--- src/rtl/wp_status_pkg.sv ---
package wp_status_pkg;

    localparam int SR_W     = 8;
    localparam int BP_W     = 4;
    localparam int LVL_W    = 3;
    localparam int BUSY_POS = 0;
    localparam int WEL_POS  = 1;
    localparam int BP_LSB   = 2;
    localparam int AAI_POS  = 6;
    localparam int LOCK_POS = 7;
    localparam int MAX_FRAC_LVL = 4;

    typedef struct packed {
        logic            lock;
        logic [BP_W-1:0] bp;
        logic            wel;
        logic            armed;
    } sr_state_t;

    localparam sr_state_t SR_RESET = '{
        lock:  1'b0,
        bp:    4'b0111,
        wel:   1'b0,
        armed: 1'b0
    };

endpackage

--- src/rtl/wp_sr_core.sv ---
module wp_sr_core
    import wp_status_pkg::*;
(
    input  logic            clk_i,
    input  logic            rst_ni,
    input  logic            wp_ni,
    input  logic            wren_i,
    input  logic            wrdi_i,
    input  logic            ewsr_i,
    input  logic            wrsr_i,
    input  logic [SR_W-1:0] wrsr_data_i,
    input  logic            other_cmd_i,
    input  logic            op_done_i,
    output sr_state_t       state_o
);

    sr_state_t state_d, state_q;
    logic      write_ok;

    logic unused_data;
    assign unused_data = ^{wrsr_data_i[AAI_POS], wrsr_data_i[WEL_POS], wrsr_data_i[BUSY_POS]};

    always_comb begin
        state_d  = state_q;
        write_ok = state_q.armed && !(!wp_ni && state_q.lock);

        if (wren_i) begin
            state_d.wel   = 1'b1;
            state_d.armed = 1'b1;
        end
        if (ewsr_i) begin
            state_d.armed = 1'b1;
        end
        if (other_cmd_i || wrdi_i) begin
            state_d.armed = 1'b0;
        end
        if (wrdi_i || op_done_i) begin
            state_d.wel = 1'b0;
        end
        if (wrsr_i) begin
            if (write_ok) begin
                state_d.bp   = wrsr_data_i[BP_LSB +: BP_W];
                state_d.lock = wrsr_data_i[LOCK_POS];
            end
            state_d.wel   = 1'b0;
            state_d.armed = 1'b0;
        end
    end

    always_ff @(posedge clk_i or negedge rst_ni) begin
        if (!rst_ni) begin
            state_q <= SR_RESET;
        end else begin
            state_q <= state_d;
        end
    end

    assign state_o = state_q;

endmodule

--- src/rtl/wp_prot_decode.sv ---
module wp_prot_decode
    import wp_status_pkg::*;
#(
    parameter int ADDR_W = 20
) (
    input  logic [BP_W-1:0]   bp_i,
    input  logic [ADDR_W-1:0] addr_i,
    output logic              prot_o,
    output logic              erase_ok_o
);

    localparam int TOP_BITS = MAX_FRAC_LVL;

    logic [LVL_W-1:0]        lvl;
    logic [MAX_FRAC_LVL:1]   lvl_hit;

    assign lvl = bp_i[LVL_W-1:0];

    // Level k protects the top 2^-(5-k) of memory: the upper (5-k) address bits all ones.
    for (genvar k = 1; k <= MAX_FRAC_LVL; k++) begin : g_lvl
        localparam int NBITS = TOP_BITS + 1 - k;
        assign lvl_hit[k] = &addr_i[ADDR_W-1 -: NBITS];
    end

    always_comb begin
        prot_o = 1'b1;
        if (lvl == '0) begin
            prot_o = 1'b0;
        end else if (lvl <= LVL_W'(MAX_FRAC_LVL)) begin
            prot_o = lvl_hit[lvl];
        end
    end

    assign erase_ok_o = (bp_i == '0);

endmodule

--- src/rtl/wp_status_unit.sv ---
module wp_status_unit
    import wp_status_pkg::*;
#(
    parameter int ADDR_W = 20
) (
    input  logic              clk_i,
    input  logic              rst_ni,
    input  logic              wp_ni,
    input  logic              busy_i,
    input  logic              aai_i,
    input  logic              wren_i,
    input  logic              wrdi_i,
    input  logic              ewsr_i,
    input  logic              wrsr_i,
    input  logic [7:0]        wrsr_data_i,
    input  logic              other_cmd_i,
    input  logic              op_done_i,
    input  logic [ADDR_W-1:0] query_addr_i,
    output logic [7:0]        status_o,
    output logic              addr_prot_o,
    output logic              chip_erase_ok_o
);

    sr_state_t state;

    wp_sr_core u_core (
        .clk_i       (clk_i),
        .rst_ni      (rst_ni),
        .wp_ni       (wp_ni),
        .wren_i      (wren_i),
        .wrdi_i      (wrdi_i),
        .ewsr_i      (ewsr_i),
        .wrsr_i      (wrsr_i),
        .wrsr_data_i (wrsr_data_i),
        .other_cmd_i (other_cmd_i),
        .op_done_i   (op_done_i),
        .state_o     (state)
    );

    wp_prot_decode #(.ADDR_W(ADDR_W)) u_dec (
        .bp_i       (state.bp),
        .addr_i     (query_addr_i),
        .prot_o     (addr_prot_o),
        .erase_ok_o (chip_erase_ok_o)
    );

    always_comb begin
        status_o                     = '0;
        status_o[BUSY_POS]           = busy_i;
        status_o[WEL_POS]            = state.wel;
        status_o[BP_LSB +: BP_W]     = state.bp;
        status_o[AAI_POS]            = aai_i;
        status_o[LOCK_POS]           = state.lock;
    end

endmodule

--- config.mk ---
export PLATFORM = sky130hd
export DESIGN_NAME = wp_status_unit
export DESIGN_NICKNAME = d
export VERILOG_FILES = /design/src/rtl/wp_status_pkg.sv /design/src/rtl/wp_sr_core.sv /design/src/rtl/wp_prot_decode.sv /design/src/rtl/wp_status_unit.sv
export SDC_FILE = /design/constraint.sdc
export NUM_CORES = 1
export LEC_CHECK = 0
export BUFFER_PORTS_ARGS = -buffer_cell sky130_fd_sc_hd__buf_2
export CAP_MARGIN = 10
export CORE_AREA = 3 3 40 42
export DETAILED_ROUTE_END_ITERATION = 6
export DIE_AREA = 0 0 43 45
export PLACE_DENSITY = 0.74
export REMOVE_ABC_BUFFERS = 1
export SLEW_MARGIN = 20
export SYNTH_ARGS = -nofsm -noshare
export SYNTH_HDL_FRONTEND = slang
export SYNTH_SLANG_ARGS = --single-unit
--- constraint.sdc ---
create_clock -name clk_i -period 2 [get_ports clk_i]
set_input_delay 0.4 -clock clk_i [delete_from_list [all_inputs] [get_ports clk_i]]
set_output_delay 0.4 -clock clk_i [all_outputs]
set_load 0.02 [all_outputs]
==> impl_metrics.env, run 1 <==
export IMPL_row_count=13
export IMPL_synth_cell_types=15
export IMPL_fin_tns_setup_ns=0
export IMPL_async_flop_share_pct=100
export IMPL_holdPathStages=2
export IMPL_insertion_delay_ns=0.24
export IMPL_min_period_ns=1.74
export IMPL_synth_flop_cell="dfrtp_1"
export IMPL_rsz0062_at_grt="false"
export IMPL_cts_buffers=3
export IMPL_seq_area_frac_synth_pct=46.7
export IMPL_cts_htree_levels=1
export IMPL_cpMaxStageDelayCell="dfstp_2"
export IMPL_r2r_slack_ns=0.88
export IMPL_antenna_cells=0
export IMPL_synth_edff_count=0
export IMPL_timing_hold_violations_final=0
export IMPL_clkSlewWorstSetupHoldPaths_ns=0.05
export IMPL_critPathRequiredTime_ns=1.60
export IMPL_area_growth_syn_to_layout_pct=31.4
export IMPL_clk_root_buffer_cell="clkbuf_4"
export IMPL_core_area_um2=1280
export IMPL_routabilityCongestion=0.647
export IMPL_syn_inst=34
export IMPL_ant_nets=0
export IMPL_clkSinkCount=7
export IMPL_start_kind="flop"
export IMPL_io_buffers=25
export IMPL_critPathArrivalTime_ns=1.34
export IMPL_final_setup_viol_count=0
export IMPL_critPathKind="flop to primary output"
export IMPL_dr_pass1_iters=4
export IMPL_synth_seq_cells=7
export IMPL_critical_path_max_stage_delay_ns=0.38
export IMPL_grt_overflow_total=0
export IMPL_synth_most_common_cell="buf_4"
export IMPL_cts_setup_buffers=0
export IMPL_viasPerCell=4.49
export IMPL_p_per_area_nw_per_um2=959
export IMPL_drv_cap=0
export IMPL_hold_path_class="primary input to flop"
export IMPL_yosys_top_cells_area="dfrtp_1, dfstp_2, buf_4"
export IMPL_vdd_drop_max_mv=0.417
export IMPL_track_usage_pct=9.77
export IMPL_grt_pass1_vias=339
export IMPL_endpoint_kind="primary output"
export IMPL_drive_above_1_share_pct=58.9
export IMPL_clockBufferDepth=2
export IMPL_dp_cells=66
export IMPL_nNetsFinal=96
export IMPL_drcViolationCount=0
export IMPL_synth_largest_area_cell="dfrtp_1"
export IMPL_routed_wl_um=807
export IMPL_use_met3_pct=6.77
export IMPL_largest_register_ffs=7
export IMPL_avgSynthCellArea_um2=11.3
export IMPL_crit_chain="or3_1 > a32o_1 > buf_2"
export IMPL_synth_common_cells="buf_4, dfrtp_1, mux2_1"
export IMPL_grt_pass1_wl_um=1370
export IMPL_worst_slew_pin_slew_ns=0.228
export IMPL_synth_area_um2=383
export IMPL_ff2ff_path_depth=3
export IMPL_final_cells=71
export IMPL_p_leak_nw=0.250
export IMPL_run_status="finished, final reports clean"
export IMPL_ios=49
export IMPL_die_x_um=43
export IMPL_drv_slew=0
export IMPL_fin_ws_ns=0.263
export IMPL_netlist_area_leader_share_pct=26.1
export IMPL_met2_usage_pct=12.3
export IMPL_drt_iter0_drc=1
export IMPL_clock_skew_final_ns=0.00234
export IMPL_max_slew_margin_pct=84.6
export IMPL_antenna_found_initial=0
export IMPL_met1_usage_pct=12.2
export IMPL_cts_tree="built"
export IMPL_num_vias=319
export IMPL_dp_slack_ns=0.455
export IMPL_cp_max_fo=5
export IMPL_die_area_um2=1940
export IMPL_yosysWarnings=0
export IMPL_grt_max_degree=8
export IMPL_die_h_um=45
export IMPL_final_util_pct=39.1
export IMPL_wl_per_cell_um=11.4
export IMPL_fill_cells=137
export IMPL_top_usage_layer="met2"
export IMPL_fin_crit_sh_pct=86.8
export IMPL_fmax_ghz=0.576
export IMPL_start_util_pct=29.8
[per-layer routing]
| layer | part of all wire (%) | vias up |
|---|---|---|
| met4 | 0 | 0 |
| met5 | 0 | - |
| met2 | 40 | 22 |
| met1 | 42 | 137 |
| met3 | 17 | 0 |
| li1 | - | 160 |
[per-stage QoR]
stage | power (mW) | instance area, um^2 | hold slack (ns)
after detailed placement | 0.363 | 467 | 0.236
after global placement | 0.361 | 467 | 0.235
final | 0.482 | 503 | 0.307
after global routing | 0.514 | 503 | 0.302
after CTS | 0.495 | 503 | 0.297
after floorplan | 0.297 | 323 | 0.104
[critical path, delay by kind of cell, from the launching register on]
kind                   cells  cell delay (ns)
and+or+nand+nor            1             0.36
buffers and inverters      1             0.15
AOI/OAI and AO/OA          1             0.20
DFF                        1             0.38
[timing repair]
action | 4_1_cts | 5_1_grt
gates resized for setup | 0 | 0
hold endpoints to repair | 4 | 0
hold buffers | 1 | 0
[kinds of logic after synthesis]
group	after synthesis	synth area share, %
flip-flops	7	46.7
multiplexers	4	11.8
AO/OA/AOI/OAI	4	10.8
AND/OR/NAND/NOR	10	14.1
buffers and inverters	9	16.7
[cells in the final DEF (no fill, tap or decap), types with 2 or more instances in the layout]
cell type	count
nor4_1	3
dfstp_2	3
a32o_1	2
mux2_1	4
nand3_1	2
dfrtp_1	4
buf_2	25
clkbuf_4	3
[area by class of cell]
| class | count | area (um^2) | share of cell area [%] |
|---|---|---|---|
| sequential | 7 | 179 | 35.6 |
| multi-input combinational | 18 | 140 | 27.9 |
| timing repair buffer | 26 | 135 | 26.9 |
| clock buffer | 4 | 26.3 | 5.22 |
| tap | 15 | 18.8 | 3.73 |
| inverter | 1 | 3.75 | 0.746 |
[power by group]
group / switching [mW] / leakage (nW) / internal, mW / total, mW
Combinational: 0.0852 / 0.152 / 0.0648 / 0.150
Clock: 0.0460 / 0.0150 / 0.0757 / 0.122
Sequential: 0.0289 / 0.0829 / 0.182 / 0.211
[final timing paths]
check	from	endpoint
worst min-delay path	other_cmd_i	u_core.state_o[0]
worst max-delay path	u_core.state_o[3]	addr_prot_o
min in group asynchronous	rst_ni	u_core.state_o[1]
worst max register to register	u_core.state_o[0]	u_core.state_o[5]
max in group asynchronous	rst_ni	u_core.state_o[2]
worst min register to register	u_core.state_o[5]	u_core.state_o[5]
Power figures use the tool's default switching activity.
==> run 2: changes to the inputs <==
--- a/config.mk
+++ b/config.mk
@@ -7,9 +7,10 @@
 export LEC_CHECK = 0
 export BUFFER_PORTS_ARGS = -buffer_cell sky130_fd_sc_hd__buf_2
 export CAP_MARGIN = 10
-export CORE_AREA = 3 3 40 42
+export CORE_AREA = 5 5 42 44
 export DETAILED_ROUTE_END_ITERATION = 6
-export DIE_AREA = 0 0 43 45
+export DIE_AREA = 0 0 47 49
+export GPL_TIMING_DRIVEN = 0
 export PLACE_DENSITY = 0.74
 export REMOVE_ABC_BUFFERS = 1
 export SLEW_MARGIN = 20
==> run 2 against run 1 <==
Die area rose by 19%. Total power rose by 1.3%. Sequential share of layout area fell by 0.088 points.
==> impl_metrics.env, run 2 (synthesis gave the netlist of run 1 again) <==
export IMPL_final_cell_mix="buf_2, mux2_1, dfrtp_1"
export IMPL_hold_path_class="primary input to flop"
export IMPL_grt_pass1_vias=312
export IMPL_fin_tns_setup_ns=0
export IMPL_grt_overflow_total=0
export IMPL_die_area_um2=2300
export IMPL_endpoint_kind="primary output"
export IMPL_insertion_delay_ns=0.25
export IMPL_crit_family="flip-flops"
export IMPL_drv_cap=0
export IMPL_fill_cells=156
export IMPL_final_common_cell="buf_2"
export IMPL_critPathKind="flop to primary output"
export IMPL_run_status="finished, final reports clean"
export IMPL_timing_hold_violations_final=0
export IMPL_nNetsFinal=96
export IMPL_cts_tree="built"
export IMPL_p_per_area_nw_per_um2=969
export IMPL_critPathArrivalTime_ns=1.35
export IMPL_fmax_ghz=0.571
export IMPL_clockBufferDepth=2
export IMPL_final_util_pct=36.0
export IMPL_cpMaxStageDelayCell="dfstp_2"
export IMPL_worst_slew_pin_slew_ns=0.204
export IMPL_critical_path_max_stage_delay_ns=0.38
export IMPL_critPathRequiredTime_ns=1.60
export IMPL_die_h_um=49
export IMPL_max_slew_margin_pct=86.3
export IMPL_drv_slew=0
export IMPL_routabilityCongestion=0.664
export IMPL_row_count=14
export IMPL_clkSinkCount=7
export IMPL_start_util_pct=27.3
export IMPL_dp_hpwl_um=738
export IMPL_dr_pass1_iters=2
export IMPL_fin_crit_sh_pct=87.6
export IMPL_cts_htree_levels=1
export IMPL_crit_chain="or3_1 > a32o_1 > buf_2"
export IMPL_num_vias=323
export IMPL_grt_pass1_wl_um=1360
export IMPL_cts_setup_buffers=0
export IMPL_rsz0062_at_grt="false"
export IMPL_antenna_found_initial=0
export IMPL_dp_slack_ns=0.445
export IMPL_placedInstanceArea_um2=468
export IMPL_io_buffers=25
export IMPL_p_leak_nw=0.250
export IMPL_final_setup_viol_count=0
export IMPL_antenna_cells=0
export IMPL_largest_register_ffs=7
export IMPL_cts_buffers=3
export IMPL_area_growth_syn_to_layout_pct=31.7
export IMPL_grt_max_degree=8
export IMPL_clock_skew_final_ns=0.00230
export IMPL_min_period_ns=1.75
export IMPL_vdd_drop_max_mv=0.347
export IMPL_drive_above_1_share_pct=58.9
export IMPL_cp_max_fo=5
export IMPL_start_kind="flop"
export IMPL_viasPerCell=4.49
export IMPL_fin_ws_ns=0.249
export IMPL_clk_root_buffer_cell="clkbuf_4"
export IMPL_routed_wl_um=889
export IMPL_crit_buf_inv=1
export IMPL_drt_iter0_drc=5
export IMPL_core_area_um2=1400
export IMPL_track_usage_pct=8.46
export IMPL_ant_nets=0
export IMPL_ios=49
export IMPL_finish_instance_area_um2=504
export IMPL_die_x_um=47
export IMPL_drcViolationCount=0
export IMPL_wl_per_cell_um=12.3
export IMPL_clkSlewWorstSetupHoldPaths_ns=0.05
run 2: cell counts in the layout (fill, tap and decap cells not counted):
Identical to the previous run, type by type.
run 2: metrics by stage:
step,instances,hold WS [ns],power (mW)
6_report,72,0.302,0.489
5_1_grt,72,0.289,0.521
4_1_cts,72,0.293,0.497
3_5_place_dp,67,0.239,0.363
3_3_place_gp,67,0.237,0.361
2_1_floorplan,26,0.104,0.297
run 2: power breakdown:
group	internal (mW)	leakage, nW	switching, mW
registers	0.182	0.0829	0.0296
clock network	0.0761	0.0150	0.0521
logic	0.0647	0.152	0.0844
total	0.322	0.250	0.166
run 2: area by class of cell:
cell class / count / area, um^2 / area share (%)
flip-flops and latches: 7 / 179 / 35.5
multi-input cells: 18 / 140 / 27.8
repair buffers: 26 / 135 / 26.8
clock buffers: 4 / 26.3 / 5.21
well taps: 16 / 20.0 / 3.97
inverters: 1 / 3.75 / 0.744
run 2: final timing paths:
path,from,slack [ns],cells after the start,endpoint
setup / recovery,u_core.state_o[3],0.25,3,addr_prot_o
hold / removal,op_done_i,0.30,2,u_core.state_o[1]
setup reg to reg,u_core.state_o[0],0.90,3,u_core.state_o[5]
hold reg to reg,u_core.state_o[5],0.52,1,u_core.state_o[5]
max in group asynchronous,rst_ni,1.24,2,u_core.state_o[4]
min in group asynchronous,rst_ni,0.53,2,u_core.state_o[5]
run 2: routing by layer:
layer | vias to the layer above | GRT usage, % | part of all wire [%]
met5 | - | 0 | 0
li1 | 158 | - | -
met1 | 147 | 8.14 | 35
met2 | 16 | 11.5 | 47
met3 | 2 | 6.27 | 16
met4 | 0 | 6.91 | 1.8
run 2: repair_timing:
action,in CTS,in global routing
setup endpoints to repair,0,0
resized for setup,0,0
hold endpoints to repair,4,0
hold buffers,1,0
run 2: worst reg2reg max path: stages (launching register included):
cell	delay (ns)
dfrtp_1	0.39
nand2_2	0.08
a21oi_4	0.17
mux2_1	0.34
==> run 3: changes to the inputs <==
--- a/config.mk
+++ b/config.mk
@@ -11,9 +11,10 @@
 export DETAILED_ROUTE_END_ITERATION = 6
 export DIE_AREA = 0 0 47 49
 export GPL_TIMING_DRIVEN = 0
-export PLACE_DENSITY = 0.74
+export PLACE_DENSITY = 0.7
 export REMOVE_ABC_BUFFERS = 1
 export SLEW_MARGIN = 20
 export SYNTH_ARGS = -nofsm -noshare
 export SYNTH_HDL_FRONTEND = slang
+export SYNTH_HIERARCHICAL = 1
 export SYNTH_SLANG_ARGS = --single-unit
==> run 3 against run 2 <==
Die area did not move. Wire length is 3.1% higher. Fmax increased by 0.79%. Critical path type unchanged.
==> impl_metrics.env, run 3 <==
export IMPL_drive_above_1_share_pct=58.9
export IMPL_clkPwrFrac_pct=26.3
export IMPL_antenna_cells=0
export IMPL_r2r_end="u_core/state_o[5]"
export IMPL_use_met3_pct=5.90
export IMPL_ant_nets=0
export IMPL_async_flop_share_pct=100
export IMPL_cp_max_fo=5
export IMPL_timing_rr_start="u_core/state_o[0]"
export IMPL_critPathKind="flop to primary output"
export IMPL_hold_start="other_cmd_i"
export IMPL_met2_usage_pct=13.8
export IMPL_insertion_delay_ns=0.25
export IMPL_netlist_area_leader_share_pct=29.6
export IMPL_grt_overflow_total=0
export IMPL_met1_usage_pct=9.01
export IMPL_routed_wl_um=917
export IMPL_ff2ff_path_depth=3
export IMPL_clock_skew_final_ns=0.00109
export IMPL_final_common_cell="buf_2"
export IMPL_seq_area_frac_synth_pct=53.0
export IMPL_crit_chain="or3_1 > a32o_1 > buf_2"
export IMPL_critical_path_max_stage_delay_ns=0.38
export IMPL_critPathRequiredTime_ns=1.60
export IMPL_synth_edff_count=0
export IMPL_clockBufferDepth=2
export IMPL_min_period_ns=1.74
export IMPL_p_leak_nw=0.250
export IMPL_core_area_um2=1400
export IMPL_synth_cell_types=15
export IMPL_antenna_found_initial=0
export IMPL_grt_pass1_wl_um=1500
export IMPL_crit_buf_inv=1
export IMPL_clkSinkCount=7
export IMPL_largest_register_ffs=7
export IMPL_comb_power_share_pct=30.9
export IMPL_cpMaxStageDelayCell="dfstp_2"
export IMPL_holdPathEnd="u_core/state_o[0]"
export IMPL_start_kind="flop"
export IMPL_clkSlewWorstSetupHoldPaths_ns=0.05
export IMPL_cts_htree_levels=1
export IMPL_synth_seq_cells=7
export IMPL_die_area_um2=2300
export IMPL_seq_power_share_pct=42.8
export IMPL_cts_tree="built"
export IMPL_critPathArrivalTime_ns=1.34
export IMPL_fin_ws_ns=0.262
export IMPL_synth_area_um2=338
export IMPL_row_count=14
export IMPL_cts_setup_buffers=0
export IMPL_clk_root_buffer_cell="clkbuf_4"
export IMPL_dr_pass1_iters=2
export IMPL_switching_power_mw=0.166
export IMPL_avgSynthCellArea_um2=12.1
export IMPL_crit_family="flip-flops"
export IMPL_cts_buffers=3
export IMPL_die_x_um=47
export IMPL_routabilityCongestion=0.603
export IMPL_drcViolationCount=0
export IMPL_fin_crit_sh_pct=86.9
export IMPL_sw_frac_of_total_pct=34.0
export IMPL_drv_slew=0
export IMPL_synth_largest_area_cell="dfrtp_1"
export IMPL_vdd_drop_max_mv=0.351
export IMPL_start_util_pct=24.1
export IMPL_track_usage_pct=9.16
export IMPL_fmax_ghz=0.576
export IMPL_grt_max_degree=8
export IMPL_timing_hold_violations_final=0
export IMPL_p_per_area_nw_per_um2=969
export IMPL_run_status="finished, final reports clean"
export IMPL_final_setup_viol_count=0
export IMPL_top_usage_layer="met2"
export IMPL_drt_iter0_drc=2
export IMPL_viasPerCell=4.71
export IMPL_fin_tns_setup_ns=0
export IMPL_yosys_top_cells_area="dfrtp_1, dfstp_2, mux2_1"
export IMPL_wl_per_cell_um=12.7
export IMPL_syn_inst=28
export IMPL_grt_pass1_vias=360
export IMPL_holdPathStages=2
export IMPL_drv_cap=0
export IMPL_nNetsFinal=96
export IMPL_synth_common_cells="dfrtp_1, mux2_1, dfstp_2, nor4_1"
export IMPL_synth_flop_cell="dfrtp_1"
export IMPL_worst_slew_pin_slew_ns=0.218
export IMPL_final_cell_mix="buf_2, mux2_1, dfrtp_1"
export IMPL_area_growth_syn_to_layout_pct=49.3
export IMPL_dp_slack_ns=0.445
export IMPL_die_h_um=49
export IMPL_rsz0062_at_grt="false"
export IMPL_num_vias=339
export IMPL_max_slew_margin_pct=85.3
export IMPL_ios=49
export IMPL_endpoint_kind="primary output"
export IMPL_io_buffers=25
export IMPL_intPower_mw=0.322
export IMPL_r2r_slack_ns=0.89
export IMPL_hold_path_class="primary input to flop"
export IMPL_yosysWarnings=6
[run 3: cell counts in the layout (fill, tap and decap cells not counted)]
Identical to the previous run, type by type.
[run 3: kinds of logic (layout without fill, tap and decap cells)]
group                  after synthesis  in the layout  synth area share, %
and+or+nand+nor                     10             10                 15.9
muxes                                4              4                 13.3
DFF                                  7              7                 53.0
buffers and inverters                3             31                 5.55
AOI/OAI and AO/OA                    4              4                 12.2
[run 3: through the flow]
step | power [mW] | cells | area, um^2 | hold slack (ns) | utilization [%]
3_3_place_gp | 0.360 | 67 | 468 | 0.236 | 33.4
5_1_grt | 0.522 | 72 | 504 | 0.302 | 36.0
6_report | 0.489 | 72 | 504 | 0.304 | 36.0
2_1_floorplan | 0.297 | 26 | 323 | 0.104 | -
4_1_cts | 0.499 | 72 | 504 | 0.295 | 36.0
3_5_place_dp | 0.364 | 67 | 468 | 0.243 | 33.4
[run 3: worst max path at each step]
stage                                  from  slack [ns]              end  depth (start not counted)
after floorplan           u_core/state_o[3]        0.47  chip_erase_ok_o                          1
after global placement     query_addr_i[19]        0.45      addr_prot_o                          4
after detailed placement   query_addr_i[19]        0.44      addr_prot_o                          4
after CTS                 u_core/state_o[3]        0.25      addr_prot_o                          3
after global routing      u_core/state_o[3]        0.21      addr_prot_o                          3
final                     u_core/state_o[3]        0.26      addr_prot_o                          3
[run 3: final cells by class]
class	count	area, um^2
Clock buffer	4	26.3
Fill cell	164	897
Inverter	1	3.75
Multi-Input combinational cell	18	140
Sequential cell	7	179
Tap cell	16	20.0
Timing Repair Buffer	26	135
[run 3: power groups by stage]
| stage | sequential (mW) | combinational (mW) | clock (mW) |
|---|---|---|---|
| 2_1_floorplan | 0.243 | 0.0537 | 0 |
| 3_3_place_gp | 0.211 | 0.148 | 0 |
| 3_5_place_dp | 0.213 | 0.151 | 0 |
| 4_1_cts | 0.211 | 0.153 | 0.135 |
| 5_1_grt | 0.215 | 0.163 | 0.143 |
| 6_report | 0.209 | 0.151 | 0.128 |
[run 3: worst reg2reg max path, stage by stage (launching register included)]
cell and delay [ns]:
dfrtp_1 0.40, nand2_2 0.08, a21oi_4 0.17, mux2_1 0.34
[run 3: routing by layer]
layer  vias to the layer above  part of all wire [%]
li1                        163                     -
met1                       156                    35
met2                        20                    46
met3                         0                    19
met4                         0                     0
met5                         -                     0
[run 3: repair_timing]
action,in CTS,in global routing
hold buffers,1,0
gates resized for setup,0,0
hold endpoints to repair,4,0
